--- config.mk ---
export PLATFORM = sky130hd
export DESIGN_NAME = prefetch_queue_top
export DESIGN_NICKNAME = d
export VERILOG_FILES = /design/src/rtl/pfq_pkg.sv /design/src/rtl/pfq_queue.sv /design/src/rtl/pfq_lines.sv /design/src/rtl/pfq_arb.sv /design/src/rtl/prefetch_queue_top.sv
export SDC_FILE = /design/constraint.sdc
export NUM_CORES = 1
export LEC_CHECK = 0
export CAP_MARGIN = 15
export CORE_AREA = 2 2 127 117
export CTS_CLUSTER_SIZE = 12
export DETAILED_ROUTE_END_ITERATION = 8
export DIE_AREA = 0 0 129 119
export SETUP_SLACK_MARGIN = 0.1
export SLEW_MARGIN = 20
export SYNTH_ARGS = -nofsm -noshare
export SYNTH_HDL_FRONTEND = slang
export SYNTH_HIERARCHICAL = 1
export SYNTH_SLANG_ARGS = --single-unit
--- constraint.sdc ---
create_clock -name clk -period 5.3 [get_ports clk]
set_input_delay 0.53 -clock clk [delete_from_list [all_inputs] [get_ports clk]]
set_output_delay 0.53 -clock clk [all_outputs]
set_load 0.1 [all_outputs]
--- src/rtl/pfq_pkg.sv ---
// Shared types for the prefetch queue block.
package pfq_pkg;
    // Memory-port sequencer states.
    typedef enum logic [1:0] {
        ARB_IDLE = 2'd0,
        ARB_REQ  = 2'd1,
        ARB_FILL = 2'd2
    } arb_state_e;
endpackage

--- src/rtl/pfq_queue.sv ---
// Shift-register FIFO of prefetch requests, one slot per branch register.
// Entry 0 is the oldest. A push into a full queue with no pop replaces the
// line address of the oldest entry that carries the same tag. If no entry
// carries that tag, the push is dropped.
// Assumes pop is only raised while the queue is not empty.
module pfq_queue #(
    parameter int DEPTH  = 8,
    parameter int LINE_W = 4,
    parameter int TAG_W  = 3
) (
    input  logic              clk,
    input  logic              rst_n,
    input  logic              push,
    input  logic [LINE_W-1:0] push_line,
    input  logic [TAG_W-1:0]  push_tag,
    input  logic              pop,
    output logic              head_valid,
    output logic [LINE_W-1:0] head_line,
    output logic [TAG_W-1:0]  head_tag
);
    localparam int CNT_W = $clog2(DEPTH + 1);
    localparam int IDX_W = $clog2(DEPTH);
    localparam logic [CNT_W-1:0] FULL_CNT = CNT_W'(DEPTH);

    logic [LINE_W-1:0] line_q [DEPTH];
    logic [TAG_W-1:0]  tag_q  [DEPTH];
    logic [LINE_W-1:0] line_n [DEPTH];
    logic [TAG_W-1:0]  tag_n  [DEPTH];
    logic [CNT_W-1:0]  cnt_q, cnt_n;
    logic              match_hit;
    logic [IDX_W-1:0]  match_idx;

    // Find the oldest valid entry whose tag equals the incoming tag.
    always_comb begin
        match_hit = 1'b0;
        match_idx = '0;
        for (int i = DEPTH - 1; i >= 0; i--) begin
            if ((CNT_W'(i) < cnt_q) && (tag_q[i] == push_tag)) begin
                match_hit = 1'b1;
                match_idx = IDX_W'(i);
            end
        end
    end

    // Next queue contents: shift out the head on pop, then append or overwrite.
    always_comb begin
        line_n = line_q;
        tag_n  = tag_q;
        cnt_n  = cnt_q;
        if (pop && (cnt_q != '0)) begin
            for (int i = 0; i < DEPTH - 1; i++) begin
                line_n[i] = line_q[i+1];
                tag_n[i]  = tag_q[i+1];
            end
            cnt_n = cnt_q - 1'b1;
        end
        if (push) begin
            if (cnt_n < FULL_CNT) begin
                line_n[cnt_n[IDX_W-1:0]] = push_line;
                tag_n[cnt_n[IDX_W-1:0]]  = push_tag;
                cnt_n = cnt_n + 1'b1;
            end else if (match_hit) begin
                line_n[match_idx] = push_line;
            end
        end
    end

    // Register the queue state.
    always_ff @(posedge clk) begin
        if (!rst_n) begin
            cnt_q <= '0;
            for (int i = 0; i < DEPTH; i++) begin
                line_q[i] <= '0;
                tag_q[i]  <= '0;
            end
        end else begin
            cnt_q  <= cnt_n;
            line_q <= line_n;
            tag_q  <= tag_n;
        end
    end

    assign head_valid = (cnt_q != '0);
    assign head_line  = line_q[0];
    assign head_tag   = tag_q[0];

    AST_QUEUE_BOUND: assert property (@(posedge clk) disable iff (!rst_n)
        cnt_q <= FULL_CNT);
    AST_FULL_NO_GROW: assert property (@(posedge clk) disable iff (!rst_n)
        (cnt_q == FULL_CNT && push && !pop) |=> (cnt_q == FULL_CNT));
    AST_POP_NONEMPTY: assert property (@(posedge clk) disable iff (!rst_n)
        pop |-> head_valid);
endmodule

--- src/rtl/pfq_lines.sv ---
// Per-line busy and present bits, and the lookup answer.
// A line turns busy when its fill is issued. It turns present and not busy
// when the fill completes. Assumes start and finish never fall in the same
// cycle (the sequencer keeps a single transaction in flight).
module pfq_lines #(
    parameter int LINE_W = 4,
    parameter int NLINES = 16
) (
    input  logic              clk,
    input  logic              rst_n,
    input  logic              start,
    input  logic [LINE_W-1:0] start_line,
    input  logic              finish,
    input  logic [LINE_W-1:0] end_line,
    input  logic [LINE_W-1:0] probe_line,
    output logic              probe_skip,
    input  logic              rd_valid,
    input  logic [LINE_W-1:0] rd_line,
    output logic              rd_hit,
    output logic [NLINES-1:0] busy
);
    logic [NLINES-1:0] busy_q;
    logic [NLINES-1:0] present_q;

    // Set busy at issue; at completion clear busy and mark the line present.
    always_ff @(posedge clk) begin
        if (!rst_n) begin
            busy_q    <= '0;
            present_q <= '0;
        end else begin
            if (start) begin
                busy_q[start_line] <= 1'b1;
            end
            if (finish) begin
                busy_q[end_line]    <= 1'b0;
                present_q[end_line] <= 1'b1;
            end
        end
    end

    // A lookup is answered only for present lines that are not being filled.
    assign rd_hit     = rd_valid && present_q[rd_line] && !busy_q[rd_line];
    assign probe_skip = present_q[probe_line] || busy_q[probe_line];
    assign busy       = busy_q;

    AST_BUSY_SINGLE: assert property (@(posedge clk) disable iff (!rst_n)
        $onehot0(busy_q));
    AST_BUSY_SET: assert property (@(posedge clk) disable iff (!rst_n)
        start |=> busy_q[$past(start_line)]);
    AST_BUSY_CLEARS: assert property (@(posedge clk) disable iff (!rst_n)
        finish |=> (busy_q == '0));
endmodule

--- src/rtl/pfq_arb.sv ---
// Memory-port sequencer. While idle it grants a pending demand miss ahead of
// the queue head. A head whose line is present or busy completes at once.
// Otherwise the head is issued. One transaction at a time: the request is
// held until accepted, then the fill is awaited.
// Assumes dm_valid is held until dm_done and then dropped.
module pfq_arb #(
    parameter int LINE_W = 4,
    parameter int TAG_W  = 3
) (
    input  logic              clk,
    input  logic              rst_n,
    input  logic              dm_valid,
    input  logic [LINE_W-1:0] dm_line,
    input  logic              head_valid,
    input  logic [LINE_W-1:0] head_line,
    input  logic [TAG_W-1:0]  head_tag,
    input  logic              head_skip,
    output logic              pop,
    output logic              start,
    output logic [LINE_W-1:0] start_line,
    output logic              finish,
    output logic [LINE_W-1:0] end_line,
    output logic              mem_req,
    output logic [LINE_W-1:0] mem_line,
    input  logic              mem_ack,
    input  logic              mem_rvalid,
    output logic              pf_done,
    output logic [TAG_W-1:0]  pf_done_tag,
    output logic              dm_done
);
    import pfq_pkg::*;

    arb_state_e        state_q;
    logic [LINE_W-1:0] cur_line_q;
    logic [TAG_W-1:0]  cur_tag_q;
    logic              cur_pf_q;
    logic              pf_done_q, dm_done_q;
    logic [TAG_W-1:0]  done_tag_q;
    logic              idle, issue_dm, issue_pf;

    // Grant decisions for the idle cycle.
    always_comb begin
        idle       = (state_q == ARB_IDLE);
        issue_dm   = idle && dm_valid;
        pop        = idle && !dm_valid && head_valid;
        issue_pf   = pop && !head_skip;
        start      = issue_dm || issue_pf;
        start_line = issue_dm ? dm_line : head_line;
        finish     = (state_q == ARB_FILL) && mem_rvalid;
        end_line   = cur_line_q;
    end

    // Sequencer state, current transaction and completion pulses.
    always_ff @(posedge clk) begin
        if (!rst_n) begin
            state_q    <= ARB_IDLE;
            cur_line_q <= '0;
            cur_tag_q  <= '0;
            cur_pf_q   <= 1'b0;
            pf_done_q  <= 1'b0;
            dm_done_q  <= 1'b0;
            done_tag_q <= '0;
        end else begin
            pf_done_q <= 1'b0;
            dm_done_q <= 1'b0;
            unique case (state_q)
                ARB_IDLE: begin
                    if (issue_dm) begin
                        state_q    <= ARB_REQ;
                        cur_line_q <= dm_line;
                        cur_pf_q   <= 1'b0;
                    end else if (issue_pf) begin
                        state_q    <= ARB_REQ;
                        cur_line_q <= head_line;
                        cur_tag_q  <= head_tag;
                        cur_pf_q   <= 1'b1;
                    end else if (pop) begin
                        pf_done_q  <= 1'b1;
                        done_tag_q <= head_tag;
                    end
                end
                ARB_REQ: begin
                    if (mem_ack) begin
                        state_q <= ARB_FILL;
                    end
                end
                ARB_FILL: begin
                    if (mem_rvalid) begin
                        state_q <= ARB_IDLE;
                        if (cur_pf_q) begin
                            pf_done_q  <= 1'b1;
                            done_tag_q <= cur_tag_q;
                        end else begin
                            dm_done_q <= 1'b1;
                        end
                    end
                end
                default: state_q <= ARB_IDLE;
            endcase
        end
    end

    assign mem_req     = (state_q == ARB_REQ);
    assign mem_line    = cur_line_q;
    assign pf_done     = pf_done_q;
    assign pf_done_tag = done_tag_q;
    assign dm_done     = dm_done_q;

    AST_DEMAND_FIRST: assert property (@(posedge clk) disable iff (!rst_n)
        (state_q == ARB_IDLE && dm_valid) |=> (mem_req && !cur_pf_q));
    AST_REQ_HOLD: assert property (@(posedge clk) disable iff (!rst_n)
        (mem_req && !mem_ack) |=> (mem_req && $stable(mem_line)));
    AST_DONE_EXCL: assert property (@(posedge clk) disable iff (!rst_n)
        !(pf_done && dm_done));
    AST_NO_REQ_IN_FILL: assert property (@(posedge clk) disable iff (!rst_n)
        (mem_req && mem_ack) |=> !mem_req);
endmodule

--- src/rtl/prefetch_queue_top.sv ---
// Prefetch queue top level. Connects the request FIFO, the per-line
// busy/present tracker and the memory-port sequencer.
// Assumes a single memory port with one transaction in flight.
module prefetch_queue_top #(
    parameter int NUM_BREGS = 8,
    parameter int LINE_W    = 4,
    parameter int TAG_W     = $clog2(NUM_BREGS),
    parameter int NLINES    = 1 << LINE_W
) (
    input  logic              clk,
    input  logic              rst_n,
    input  logic              pf_valid,
    input  logic [LINE_W-1:0] pf_line_addr,
    input  logic [TAG_W-1:0]  pf_tag,
    input  logic              dm_valid,
    input  logic [LINE_W-1:0] dm_line_addr,
    input  logic              rd_valid,
    input  logic [LINE_W-1:0] rd_line_addr,
    output logic              rd_hit,
    output logic              mem_req,
    output logic [LINE_W-1:0] mem_line,
    input  logic              mem_ack,
    input  logic              mem_rvalid,
    output logic [NLINES-1:0] line_busy,
    output logic              pf_done,
    output logic [TAG_W-1:0]  pf_done_tag,
    output logic              dm_done
);
    logic              head_valid, head_skip, pop;
    logic [LINE_W-1:0] head_line;
    logic [TAG_W-1:0]  head_tag;
    logic              start, finish;
    logic [LINE_W-1:0] start_line, end_line;

    pfq_queue #(.DEPTH(NUM_BREGS), .LINE_W(LINE_W), .TAG_W(TAG_W)) u_queue (
        .clk        (clk),
        .rst_n      (rst_n),
        .push       (pf_valid),
        .push_line  (pf_line_addr),
        .push_tag   (pf_tag),
        .pop        (pop),
        .head_valid (head_valid),
        .head_line  (head_line),
        .head_tag   (head_tag)
    );

    pfq_lines #(.LINE_W(LINE_W), .NLINES(NLINES)) u_lines (
        .clk        (clk),
        .rst_n      (rst_n),
        .start      (start),
        .start_line (start_line),
        .finish     (finish),
        .end_line   (end_line),
        .probe_line (head_line),
        .probe_skip (head_skip),
        .rd_valid   (rd_valid),
        .rd_line    (rd_line_addr),
        .rd_hit     (rd_hit),
        .busy       (line_busy)
    );

    pfq_arb #(.LINE_W(LINE_W), .TAG_W(TAG_W)) u_arb (
        .clk         (clk),
        .rst_n       (rst_n),
        .dm_valid    (dm_valid),
        .dm_line     (dm_line_addr),
        .head_valid  (head_valid),
        .head_line   (head_line),
        .head_tag    (head_tag),
        .head_skip   (head_skip),
        .pop         (pop),
        .start       (start),
        .start_line  (start_line),
        .finish      (finish),
        .end_line    (end_line),
        .mem_req     (mem_req),
        .mem_line    (mem_line),
        .mem_ack     (mem_ack),
        .mem_rvalid  (mem_rvalid),
        .pf_done     (pf_done),
        .pf_done_tag (pf_done_tag),
        .dm_done     (dm_done)
    );

    AST_HIT_NOT_DURING_OWN_FILL: assert property (@(posedge clk) disable iff (!rst_n)
        (rd_hit && mem_req) |-> (rd_line_addr != mem_line));
endmodule

---- Word-level counts from Yosys, hierarchy flattened ----
Cells that the tools add are included.
cells by class
  equality and inequality tests ........... 17
  multiplexer cells ....................... 73
  reduce and logical (&&, ||, !) cells .... 37
  bitwise gates (word level) .............. 7
  add/sub/neg operators ................... 2
  $lt $le $gt $ge ......................... 19
operators with widths
  kind                                                                           number
  32-bit two-way mux                                                             3
  32-bit bitwise mux                                                             2
  16-bit two-way mux                                                             3
  24-bit two-way mux                                                             2
  3-bit two-way mux                                                              14
  4-bit two-way mux                                                              8
  16-bit OR                                                                      2
  28-bit two-way mux                                                             1
  24-bit bitwise mux                                                             1
  4-bit demux with 3-bit select                                                  2
  3-bit == test                                                                  8
  1-bit two-way mux                                                              22
  21-bit two-way mux                                                             1
  1-bit logical AND                                                              20
  4-bit by 5-bit less-than comparator with 1-bit output (second input constant)  4
  16-bit bitwise AND                                                             1
  1-bit binary-select mux with 4-bit select                                      4
  3-bit by 4-bit less-than comparator with 1-bit output (first input constant)   4
  16-bit inverter                                                                1
  3-bit demux with 3-bit select                                                  1
  3-bit AND reduction                                                            3
  1-bit demux with 4-bit select                                                  2
  4-bit by 1-bit >= comparator with 1-bit output (second input constant)         2
  4-bit >= comparator (second input constant)                                    2
  24 further kinds                                                               42
word-level totals
  bits in registers ....................... 107
  input port bits ......................... 22

---- Longest topological paths before layout ----
  depth in word-level cells ............... 19
  mapped depth ............................ 17
  gate-level depth less buffers ........... 14

---- Cells and area by module ----
The synthesis kept the hierarchy.
by module, submodules not included
  module     cells each  sequential area each (sq um)  times used  area an instance (sq um)
  pfq_queue  434         1201.2                        1           3779.9
  pfq_lines  178         640.6                         1           1572.8
  pfq_arb    85          300.3                         1           848.3

---- Worst setup path before layout ----
OpenSTA, ideal clock, no wires.
  kind .................................... register to register
  from .................................... register u_queue.cnt_q[1]
  to ...................................... register u_queue/line_q[25] in the netlist's numbering
  path buffers ............................ 2
  arrival ................................. 3.745 ns
  clock period less this slack ............ 3.872 ns
  setup slack ............................. 1.428 ns
  cell stages (with the launch flop) ...... 15
  data required time ...................... 5.172 ns
  cells stage by stage .................... dfxtp_1 > inv_1 > ha_1 > nor3b_2 > inv_1 > clkbuf_1 > or4b_4 > clkinv_4 > nor4b_1 > mux2i_1 > nand2_1 > buf_2 > o32ai_2 > mux2i_1 > nor2_1
between the ends
  elaborated cells on any way between the ends .. 56
RTL lines
  what                                                                                                                       RTL line                  source
  from (decl)                                                                                                                pfq_queue.sv:29           logic [CNT_W-1:0] cnt_q, cnt_n;
  from (signal assigned)                                                                                                     pfq_queue.sv:77           cnt_q <= cnt_n;
  4-bit nonzero test *                                                                                                       pfq_queue.sv:83           assign head_valid = (cnt_q != '0);
  net head_valid                                                                                                             prefetch_queue_top.sv:29  logic head_valid, head_skip, pop;
  1-bit logical AND *                                                                                                        pfq_arb.sv:45             pop = idle && !dm_valid && head_valid;
  net pop                                                                                                                    prefetch_queue_top.sv:29
  1-bit logical AND *                                                                                                        pfq_queue.sv:50           if (pop && (cnt_q != '0)) begin
  4-bit two-way mux                                                                                                          pfq_queue.sv:50
  3-bit inverter with 4-bit output (not written as such)                                                                     pfq_queue.sv:59           line_n[cnt_n[IDX_W-1:0]] = push_line;
  4-bit >= comparator (not written as such) / 4-bit by 1-bit less-than comparator with 1-bit output (equally long branches)  pfq_queue.sv:59
  1-bit logical AND (not written as such)                                                                                    pfq_queue.sv:59
  4-bit two-way mux (not written as such)                                                                                    pfq_queue.sv:59
  4-bit demux with 3-bit select                                                                                              pfq_queue.sv:59
  32-bit bitwise mux                                                                                                         pfq_queue.sv:59
  32-bit two-way mux                                                                                                         pfq_queue.sv:58           if (cnt_n < FULL_CNT) begin
  32-bit two-way mux *                                                                                                       pfq_queue.sv:57           if (push) begin
  to (signal assigned)                                                                                                       pfq_queue.sv:78           line_q <= line_n;
  to (decl)                                                                                                                  pfq_queue.sv:25           logic [LINE_W-1:0] line_q [DEPTH];
The timed path passes the listed nets; every way through them passes the cells marked *. The select of a mux whose other input is x is not followed.
A chain may end at the register's enable or synchronous reset.

---- Final worst setup path ----
  from .................................... register u_queue.cnt_q[1]
  to ...................................... register u_queue/line_q[4] in the netlist's numbering
The elaborated chain is that of the path after synthesis.

==> impl_metrics.csv <==
group,metric,value,unit
status,status,"completed",
global_routing,grt_pass1_vias,5013,
sta,finalSetupViolations,0,
global_routing,grt_use_met3,0.04133,
setup_path,crit_arrival,4720,ps
sta,fin_crit,4503,ps
yosys,netlist_area,0.006201,mm^2
clocking,cts_root_buf,"clkbuf_16",
sta,maxSlewHeadroom,0.3479,
yosys,syn_avg_cell_area,8.897,um^2
clocking,cts.clk_slew.worst_paths,70,ps
floorplanning,die_area,0.01535,mm^2
floorplanning,die_height,119,um
floorplanning,coreArea,0.01424,mm^2
sta,tightest_slew,975.1,ps
drt,postRouteAntennaNets,0,
clocking,post_cts_buffers,0,
sta,slew_violations,0,
finish,mostFrequentLayoutCell,"dfxtp_1",
yosys,synth_edf_count,0,
place,gp_congestion,0.8556,
power,pwr-share-comb,0.400,
yosys,synth_seq_area_share,0.3454,
place,portBuffers,48,
yosys,synth_warnings,6,
setup_path,startpoint_type,"flop",
finish,n_fill_cell,1357,
global_routing,grt_max_degree,63,
yosys,synth_ff_type,"dfxtp_1",
yosys,async_reset_ff_frac,0,
place,hpwl,11580,um
power,sequentialPowerShare,0.362,
drt,routed_wl,16250,um
finish,seqCellArea,0.002142,mm^2
setup_path,cp-end-kind,"flop",
finish,finalNetCount,736,
setup_path,criticalPathCategory,"reg2reg",
sta,max_freq,222.1,MHz
setup_path,worstPathMaxFanout,29,
sta,hold_viol_final,0,
power,p_leak,2.617,nW
finish,layout_common_cells,"107 x dfxtp_1, 73 x nor2_1, 53 x nand2_1, 47 x clkdlybuf4s50_1, 43 x mux2i_1",
finish,multi_input_area,0.003706,mm^2
global_routing,antenna_found_initial,0,
job,max_cap_viol_count,0,
power,switchingPower,1.168,mW
sta,period_share,0.8496,
global_routing,grt.overflow.total,0,
floorplanning,io_pins,49,
drt,drtIter0Drc,399,
clocking,cts_hold_buf,0,
setup_path,critPathRequiredTime,5520,ps
power,cellInternalPower,1.638,mW
drt,via_per_inst,5.779,
yosys,synth_nets,723,
drt,drt-pass1-iter-count,5,
clocking,clk_latency,360,ps
power,power,2.807,mW
yosys,ys_seq_elements,107,
power,switching_share,0.4163,
finish,n_antenna_cell,0,
power,power_density,402.5,mW/mm^2
finish,drive_above_1_share,0.1218,
sta,final.setup.tns,0,ps
worst_hold_path,holdCritPathClass,"reg2reg",
sta,rsz0062_at_grt,"false",
yosys,syn_inst,697,
power,clockPowerShare,0.238,
global_routing,grt_pass1_wl,26050,um
sta,finClkSkew,12.18,ps
global_routing,busiest_layer,"met2",
clocking,clock_path_buffers,2,
clocking,cts-resized-gates,0,
drt,wl_per_cell,17.82,um
power,ir_worst_vdd,0.0002229,V
drt,route.detailed.drc,0,
clocking,cts_tree,"done",
floorplanning,start_util,0.4354,
floorplanning,row_count,42,
global_routing,grt_usage,0.2121,
place,dpl.cell_count,897,
yosys,synth.distinct_cells,70,
clocking,cts_made_buffers,9,
clocking,clock_sinks,107,
floorplanning,die_w,129,um
finish,syn2layout_area_growth,12.45,%
drt,num_vias,5270,
global_routing,grt.met2_usage,0.3327,
global_routing,use_met1,0.2927,
finish,fin_cells,912,
clocking,htreeDepth,3,
-- kinds of logic (layout without fill, tap and decap cells) --
family                   after synthesis  after routing  share of synthesized area
flip-flops                           107            107                     0.3454
buffers and inverters                 71             88                    0.05730
AO/OA/AOI/OAI                        146            146                     0.1774
XOR/XNOR                              25             25                    0.03531
multiplexers                          86             86                     0.1517
adder cells (fa/ha/maj)                4              4                   0.008071
AND/OR/NAND/NOR                      258            258                     0.2248
-- registers in the layout (all words and copies together), names as in the netlist, named ones only --
name / cells
u_queue/line_q: 24
u_arb/state_q: 2
u_queue/tag_q: 18
u_queue/head_line: 4
u_arb/pf_done: 1
u_arb/dm_done: 1
u_queue/head_tag: 3
u_arb/cur_pf_q: 1
u_arb/cur_tag_q: 3
u_arb/pf_done_tag: 3
u_arb/end_line: 4
u_lines/busy: 16
u_queue/cnt_q: 4
u_lines/present_q: 16
-- Yosys cell counts (3+ instances only) --
| master | instances | share of area |
|---|---|---|
| dfxtp_1 | 107 | 0.35 |
| nor2_1 | 73 | 0.044 |
| nand2_1 | 54 | 0.033 |
| mux2i_1 | 43 | 0.069 |
| mux2_2 | 38 | 0.069 |
| a21oi_1 | 32 | 0.026 |
| nor3b_1 | 24 | 0.029 |
| a211oi_1 | 22 | 0.027 |
| clkbuf_1 | 22 | 0.013 |
| nor3_1 | 20 | 0.016 |
| nand3_1 | 19 | 0.015 |
| inv_1 | 18 | 0.011 |
| o21a_1 | 17 | 0.021 |
| xnor2_1 | 16 | 0.023 |
| a311oi_1 | 14 | 0.020 |
| buf_2 | 13 | 0.010 |
| buf_4 | 12 | 0.015 |
| nand2b_1 | 9 | 0.0091 |
| o21ai_0 | 9 | 0.0073 |
| xor2_1 | 9 | 0.013 |
| nor2b_1 | 6 | 0.0061 |
| nor4_1 | 6 | 0.0061 |
| nor4b_1 | 6 | 0.0085 |
| or4_1 | 6 | 0.0073 |
| a21o_1 | 5 | 0.0061 |
| a31oi_1 | 5 | 0.0050 |
| and3b_1 | 5 | 0.0071 |
| nand3b_1 | 5 | 0.0061 |
| o211ai_1 | 5 | 0.0061 |
| a2111o_1 | 4 | 0.0073 |
| ha_1 | 4 | 0.0081 |
| mux2_4 | 4 | 0.0097 |
| nor3b_2 | 4 | 0.0081 |
| a211oi_2 | 3 | 0.0061 |
| a2bb2oi_1 | 3 | 0.0042 |
| and3b_2 | 3 | 0.0048 |
| buf_6 | 3 | 0.0054 |
| o2111a_1 | 3 | 0.0054 |
| o221ai_1 | 3 | 0.0042 |
| or2_1 | 3 | 0.0030 |
| or3_1 | 3 | 0.0030 |
-- per-stage QoR --
step	hold WS, ps	cell area (um^2)	setup WS (ps)	util
6_report	461.7	6973	797.0	0.4896
5_1_grt	489.5	6973	443.7	0.4896
4_1_cts	457.9	6973	826.7	0.4896
3_5_place_dp	446.0	6689	829.4	0.4697
3_3_place_gp	445.5	6689	1000	0.4697
2_1_floorplan	415.6	6201	1428	-
-- power by group through the flow --
stage	Sequential, mW	Clock [mW]	Combinational (mW)
2_1_floorplan	1.09	0	0.820
3_3_place_gp	1.03	0	1.10
3_5_place_dp	1.03	0	1.11
4_1_cts	1.01	0.686	1.12
5_1_grt	1.03	0.721	1.20
6_report	1.02	0.667	1.12
-- path summary, 6_finish.rpt --
kind / startpoint / to / slack [ps] / depth (start not counted)
hold reg to reg: flop / flop / 460 / 2
setup reg to reg: u_queue/cnt_q[1] / u_queue/line_q[4] / 800 / 12
setup / recovery: u_queue/cnt_q[1] / u_queue/line_q[4] / 800 / 12
hold / removal: flop / flop / 460 / 2
-- area by class of cell --
| cell class | instances | share of cell area |
|---|---|---|
| Timing Repair Buffer | 53 | 0.07357 |
| Multi-Input combinational cell | 519 | 0.5315 |
| Inverter | 20 | 0.01148 |
| Sequential cell | 107 | 0.3072 |
| Clock buffer | 10 | 0.03284 |
| Tap cell | 198 | 0.03553 |
| Clock inverter | 5 | 0.007895 |
-- worst max-delay path, stage by stage (launching register included) --
cell and delay, ps:
dfxtp_1 400, inv_1 140, ha_1 300, nor3b_2 220
inv_1 90, or4b_4 500, clkinv_4 190, nor4b_1 460
mux2i_1 490, nand2_1 380, nor3_1 710, a21oi_1 280
mux2i_1 190
-- routing by layer --
layer | wire length (um) | part of all wire
met1 | 7582 | 0.47
met2 | 7526 | 0.46
met4 | 204 | 0.013
met3 | 936 | 0.058
met5 | 0 | 0
No activity file was read; power rests on OpenSTA's default activity.
